## config.mk

```make
export PLATFORM = sky130hd
export DESIGN_NAME = dual_capture_timer
export DESIGN_NICKNAME = d
export VERILOG_FILES = /design/src/rtl/dual_capture_timer.sv
export SDC_FILE = /design/constraint.sdc
export NUM_CORES = 1
export LEC_CHECK = 0
export CORE_MARGIN = 2
export CORE_UTILIZATION = 44
export DETAILED_ROUTE_END_ITERATION = 16
export DONT_BUFFER_PORTS = 1
export PLACE_DENSITY = 0.62
export SLEW_MARGIN = 20
export SYNTH_ARGS = -nofsm -noshare
export SYNTH_HDL_FRONTEND = slang
export SYNTH_SLANG_ARGS = --single-unit
```

## constraint.sdc

```tcl
create_clock -name clk -period 3.25 [get_ports clk]
set_input_delay 0.325 -clock clk [delete_from_list [all_inputs] [get_ports clk]]
set_output_delay 0.325 -clock clk [all_outputs]
set_load 0.01 [all_outputs]
```

## src/rtl/dual_capture_timer.sv

```systemverilog
module dual_capture_timer #(
  parameter int CW   = 16,
  parameter int SYNC = 2,
  parameter int FILT = 3
) (
  input  logic          clk,
  input  logic          rst_n,
  input  logic          cclk,
  input  logic          trig_a,
  input  logic          trig_b,
  input  logic [1:0]    edge_a,
  input  logic [1:0]    edge_b,
  input  logic          src_sel,
  input  logic [1:0]    cmp_mode,
  input  logic          wr_en,
  input  logic          wr_sel,
  input  logic [CW-1:0] wr_data,
  input  logic          rd_en,
  input  logic          rd_sel,
  output logic [CW-1:0] rd_data,
  output logic          rd_unsure,
  output logic [CW-1:0] count,
  output logic          ovf,
  output logic          irq0,
  output logic          irq1
);
  localparam int FCW = $clog2(FILT + 1);

  function automatic logic pick(input logic [1:0] m, input logic r, input logic f);
    case (m)
      2'b00:   pick = f;
      2'b01:   pick = r;
      2'b11:   pick = r | f;
      default: pick = 1'b0;
    endcase
  endfunction

  logic          cclk_q, rise_d;
  logic          c_rise, c_fall;
  logic [SYNC-1:0] sync_q [2];
  logic [1:0]    lvl, seen, acc, rose, fell;
  logic [FCW-1:0] fcnt [2];
  logic [1:0]    pend_cap, pend_irq, arm;
  logic [CW-1:0] creg [2];
  logic [1:0]    load, cap_ev, int_ev, fire;
  logic          hit_a, hit_b, rev_b;

  assign c_rise = cclk & ~cclk_q;
  assign c_fall = ~cclk & cclk_q;

  always_comb begin
    for (int i = 0; i < 2; i++) begin
      seen[i] = sync_q[i][SYNC-1];
      acc[i]  = c_rise && (seen[i] != lvl[i]) && (fcnt[i] == FCW'(FILT - 1));
      rose[i] = acc[i] & seen[i];
      fell[i] = acc[i] & ~seen[i];
    end
  end

  assign hit_a  = pick(edge_a, rose[0], fell[0]);
  assign hit_b  = pick(edge_b, rose[1], fell[1]);
  assign rev_b  = (edge_b == 2'b00 && rose[1]) || (edge_b == 2'b01 && fell[1]);
  assign cap_ev = {hit_b, src_sel ? (rev_b && edge_a != 2'b11) : hit_a};
  assign int_ev = {hit_b, cap_ev[0] | (src_sel & hit_b)};

  always_comb begin
    for (int i = 0; i < 2; i++) begin
      load[i] = c_fall && pend_cap[i] && !cmp_mode[i];
      fire[i] = (c_rise && arm[i] && !cmp_mode[i]) ||
                (cmp_mode[i] && rise_d && count == creg[i]);
    end
  end

  always_ff @(posedge clk or negedge rst_n) begin
    if (!rst_n) begin
      cclk_q    <= 1'b0;
      rise_d    <= 1'b0;
      lvl       <= '0;
      pend_cap  <= '0;
      pend_irq  <= '0;
      arm       <= '0;
      count     <= '0;
      ovf       <= 1'b0;
      irq0      <= 1'b0;
      irq1      <= 1'b0;
      rd_data   <= '0;
      rd_unsure <= 1'b0;
      for (int i = 0; i < 2; i++) begin
        sync_q[i] <= '0;
        fcnt[i]   <= '0;
        creg[i]   <= '0;
      end
    end else begin
      cclk_q <= cclk;
      rise_d <= c_rise;
      ovf    <= c_rise && (&count);
      if (c_rise) count <= count + 1'b1;
      irq0 <= fire[0];
      irq1 <= fire[1];
      for (int i = 0; i < 2; i++) begin
        sync_q[i] <= {sync_q[i][SYNC-2:0], (i == 0) ? trig_a : trig_b};
        if (seen[i] == lvl[i]) fcnt[i] <= '0;
        else if (acc[i]) begin
          lvl[i]  <= seen[i];
          fcnt[i] <= '0;
        end else if (c_rise) fcnt[i] <= fcnt[i] + 1'b1;

        if (c_fall) begin
          pend_cap[i] <= 1'b0;
          pend_irq[i] <= 1'b0;
          arm[i]      <= pend_irq[i];
        end else if (c_rise) begin
          arm[i] <= 1'b0;
        end
        if (cap_ev[i] && !cmp_mode[i]) pend_cap[i] <= 1'b1;
        if (int_ev[i] && !cmp_mode[i]) pend_irq[i] <= 1'b1;

        if (load[i]) creg[i] <= count;
        else if (wr_en && wr_sel == i[0]) creg[i] <= wr_data;
      end
      rd_unsure <= rd_en && load[rd_sel];
      if (rd_en) rd_data <= creg[rd_sel];
    end
  end

  a_r1_wrap_zero: assert property (@(posedge clk) disable iff (!rst_n)
    ovf |-> count == '0);
  a_r5_irq0_phase: assert property (@(posedge clk) disable iff (!rst_n)
    irq0 |-> ($past(c_rise) || $past(rise_d)));
  a_r5_irq0_single: assert property (@(posedge clk) disable iff (!rst_n)
    irq0 |=> !irq0);
  a_r5_irq1_single: assert property (@(posedge clk) disable iff (!rst_n)
    irq1 |=> !irq1);
  a_r5_load_on_fall: assert property (@(posedge clk) disable iff (!rst_n)
    !$stable(creg[1]) |-> ($past(c_fall) || $past(wr_en)));
  a_r7_both_blocks: assert property (@(posedge clk) disable iff (!rst_n)
    (src_sel && edge_a == 2'b11 && !pend_cap[0]) |=> !pend_cap[0]);
  a_r8_cmp_hold0: assert property (@(posedge clk) disable iff (!rst_n)
    $past(cmp_mode[0] && !(wr_en && !wr_sel)) |-> $stable(creg[0]));
  a_r8_cmp_hold1: assert property (@(posedge clk) disable iff (!rst_n)
    $past(cmp_mode[1] && !(wr_en && wr_sel)) |-> $stable(creg[1]));
  a_r10_unsure_read: assert property (@(posedge clk) disable iff (!rst_n)
    rd_unsure |-> $past(rd_en));
endmodule

```

# ---- Yosys cells after proc, flatten, opt, wreduce, memory -nomap -nowiden
# Index checks and enable logic that the tools add are counted.
dict set report word_totals {
  output_inout_bits 36
  elab_cells 125
  ff_bits 85
  input_bits 32
}
dict set report op_classes {
  reduce_logical 44
  add_sub_neg 3
  bitwise 18
  eq_ne 13
  order_cmp 2
  mux 25
}
# op n
set op_table {}
lappend op_table {{16-bit 2-to-1 mux} 7}
lappend op_table {{16-bit equality test} 2}
lappend op_table {{1-bit logical AND} 26}
lappend op_table {{16-bit by 1-bit adder with 16-bit output (second input constant)} 1}
lappend op_table {{16-bit AND reduction} 1}
lappend op_table {{2-bit 2-to-1 mux} 6}
lappend op_table {{2-bit nonzero test} 6}
lappend op_table {{1-bit 2-to-1 mux} 10}
lappend op_table {{2-bit equality test (second input constant)} 4}
lappend op_table {{1-bit bitwise AND} 7}
lappend op_table {{1-bit inverter} 7}
lappend op_table {{1-bit one-hot mux with 3 select lines} 2}
lappend op_table {{3-bit nonzero test} 2}
lappend op_table {{2-bit by 1-bit adder with 2-bit output (second input constant)} 2}
lappend op_table {{2-bit by 1-bit equality test with 1-bit output (second input constant)} 2}
lappend op_table {{2-bit zero test} 2}
lappend op_table {{2-bit AND reduction} 2}
lappend op_table {{1-bit logical OR} 3}
lappend op_table {{1-bit OR} 3}
lappend op_table {{1-bit equality test} 2}
lappend op_table {{2-bit greater-or-equal comparator (second input constant)} 1}
lappend op_table {{1-bit zero test} 2}
lappend op_table {{1-bit by 2-bit < comparator with 1-bit output (second input constant)} 1}
lappend op_table {{1-bit != test} 2}
lappend op_table {{other kinds (2)} 2}

# ---- Depth between registers and ports, before layout
dict set report logic_depth {
  word_depth 12
  mapped_depth 8
  ltp_nobuf 6
}

# ---- Worst setup path before layout
# Ideal clock, no wire load.
dict set report synth_path {
  kind {reg-to-reg}
  start {register cclk_q}
  end {register count[9]}
  setup_slack_ps 1634
  setup_ps 123
  path_buffers 1
  t_arrival_ps 1493
  required_ps 3127
  period_less_slack_ps 1616
  path_stages_with_launch 8
  cell_sequence {dfrtp_1 > inv_1 > ha_1 > buf_4 > nand3_1 > nor3_1 > nand4_1 > xnor2_1}
}
dict set report synth_via {
  elab_chain_len 2
}
# item line
set synth_lines {}
lappend synth_lines {{start: declaration} 38} ;# logic cclk_q, rise_d;
lappend synth_lines {{start signal: assignment} 94} ;# cclk_q <= cclk;
lappend synth_lines {{1-bit inverter} 48} ;# assign c_rise = cclk & ~cclk_q;
lappend synth_lines {{1-bit bitwise AND} 48}
lappend synth_lines {{net c_rise} 39} ;# logic c_rise, c_fall;
lappend synth_lines {{end signal: assignment} 97} ;# if (c_rise) count <= count + 1'b1;
lappend synth_lines {{end: declaration} 22} ;# output logic [CW-1:0] count,
# The timed path passes the listed nets, and every way through them passes these cells.
# A chain may end at the register's enable or synchronous reset.

# ---- Worst setup path after layout
# Ends and elaborated chain as after synthesis.

==> results.yml <==
clock_tree:
  post_cts_buffers: 0
  clock-sinks: 85
  cts_hold_buffers: 5
  cts-resized-gates: 0
  cts_buffers: 9
  clk_latency_ps: 360
  cts_tree: "built"
  clk_pin_slew_ps: 80
  htreeDepth: 3
  root_buffer: "clkbuf_8"
  cts_buffer_depth: 2
setup_path:
  path_class: "flop to flop"
  worstPathMaxFanout: 12
  cp_data_arrival_time_ps: 2290
  crit_required_ps: 3480
  r2r-start: "cclk_q$_DFF_PN0_"
  endpoint_kind: "flop"
  reg2reg_slack_ps: 1200
  startpoint: "cclk_q$_DFF_PN0_"
  r2r_end: "count[9]$_DFFE_PN0P_"
  start_kind: "flop"
  r2r_cells: 6
synthesis:
  yosysTopAreaCell: "dfrtp_1"
  synth_top_area_frac: 0.509
  ys_warn_count: 0
  ys_seq_elements: 85
  synth.net_count: 445
  syn-mean-instance-area_um2: 10.2
  syn-cell-area_um2: 4180
  post_synth_num_cell_types: 29
  ys_seq_area_frac: 0.509
  synth_area_leaders: "dfrtp_1 51%, mux2i_1 11%, xor2_1 7.3%"
  synth_cells: 409
hold_path:
  worstHoldEndpoint: "rd_data[0]$_DFFE_PN0P_"
  worstHoldStart: "rd_en"
  whs_path_depth: 1
  hold_path_class: "input port to flop"
drt:
  vias: 2712
  routed_wl_um: 9020
  detail-route-antenna-nets: 0
  drt_iter0_drc: 122
  drt-pass1-iter-count: 4
  via_per_inst: 5.13
  routedWlPerCell_um: 17.1
  drc: 0
floorplanning:
  ios: 68
  rows: 35
  initial_core_util: 0.453
  die-area_um2: 10300
  die_h_um: 102
  die_w_um: 102
  core-area_um2: 9240
final_layout:
  multi_input_area_um2: 1880
  fin_nets: 431
  final_common_cell: "dfrtp_1"
  diodes: 0
  regArea_um2: 2130
  area_growth_pct: 8.11
  fillers: 862
  final_cell_mix: "85 x dfrtp_1, 48 x mux2i_1, 40 x nor2_1"
  drive_gt1_frac: 0.0650
sta:
  slew_headroom: 0.319
  tightest_slew_ps: 1020
  period_needed_ps: 2050
  rsz0062_at_grt: "false"
  finalSetupViolCount: 0
  slew_viol_final: 0
  fmax_mhz: 487
  hold_viol: 0
  timing.setup.tns_ps: 0
  fin_worst_skew_ps: 11.1
  hold_ws_ps: 47.6
  fin_crit_sh: 0.631
global_routing:
  grt_pass1_vias: 2689
  antenna_found_initial: 0
  grt_overflow: 0
  grt_pass1_wl_um: 14400
  track_usage: 0.185
  grt_max_degree: 86
placed_design:
  dpl.hpwl_um: 6200
  gp_congestion: 0.777
  io_buffer_count: 0
job:
  cap_viol_max_count: 0
pwr:
  ir_drop_mv: 0.333
  powerDensity_nw_per_um2: 603
  leakage_nw: 2.12
run_status:
  status: "completed"
## synth_stat cells, drive strengths merged
master / instances
dfrtp: 85
mux2i: 48
nor2: 41
a21oi: 38
xor2: 35
nand2: 31
o21ai: 21
clkbuf: 19
xnor2: 16
buf: 14
inv: 8
nand3: 7
nand4: 6
nor3: 6
nor4: 6
nand3b: 5
ha: 4
nand2b: 4
and3: 3
mux2: 3
and4: 2
o22ai: 2
a2111oi: 1
a31oi: 1
nor2b: 1
o221ai: 1
or3: 1
## registers in the layout (all words and copies together) (netlist names), 2 cells and up
signal / cells
fcnt: 4
count: 16
rd_data: 16
creg: 32
lvl: 2
seen: 2
arm: 2
pend_irq: 2
sync_q: 2
## through the flow
stage	worst slack [ps]	utilization	std cells	area [um^2]	total power, mW
finish	1200	0.489	529	4520	2.73
global route	1040	0.489	529	4520	2.88
CTS	1160	0.489	529	4520	2.76
detailed placement	1180	0.457	508	4220	1.87
global placement	1240	0.457	508	4220	1.86
floorplan	1630	-	409	4180	1.77
## critical path, stage by stage (launching register included)
cell and delay [ps]:
dfrtp_1 380, inv_1 80, ha_1 420, nand3_1 150
nor3_1 550, nand4_1 190, xnor2_1 160
## worst max path at each step
stage,to,slack [ps],depth (start not counted)
floorplan,count[9]$_DFFE_PN0P_,1630,7
global placement,count[9]$_DFFE_PN0P_,1240,6
detailed placement,count[9]$_DFFE_PN0P_,1180,6
CTS,count[9]$_DFFE_PN0P_,1160,6
global route,count[11]$_DFFE_PN0P_,1040,6
finish,count[9]$_DFFE_PN0P_,1200,6
## layer usage
layer	routed length, um	track usage	share of wire
met5	0	0	0
met4	68	0.0437	0.0075
met3	542	0.0607	0.060
met2	4350	0.306	0.48
met1	4060	0.237	0.45
## logic make-up after synthesis
| logic type | count (synthesis) | share of synthesized area |
|---|---|---|
| AOI/OAI and AO/OA | 64 | 0.0823 |
| xor gates and xnor gates | 51 | 0.107 |
| buffers and inverters | 41 | 0.0428 |
| adders and majority gates | 4 | 0.0120 |
| and+or+nand+nor | 113 | 0.125 |
| DFF | 85 | 0.509 |
| muxes | 51 | 0.123 |
## layout make-up
cell class,count,area share
well taps,129,0.0357
clock buffers,11,0.0335
inverters,8,0.00664
repair buffers,8,0.0199
multi-input cells,283,0.416
flip-flops and latches,85,0.470
clock inverters,5,0.0183
## power breakdown
| group | internal [mW] | leakage, nW | switching (mW) |
|---|---|---|---|
| registers | 1.21 | 1.04 | 0.250 |
| clock network | 0.475 | 0.108 | 0.383 |
| logic | 0.205 | 0.969 | 0.206 |
No activity file was read; power rests on OpenSTA's default activity.
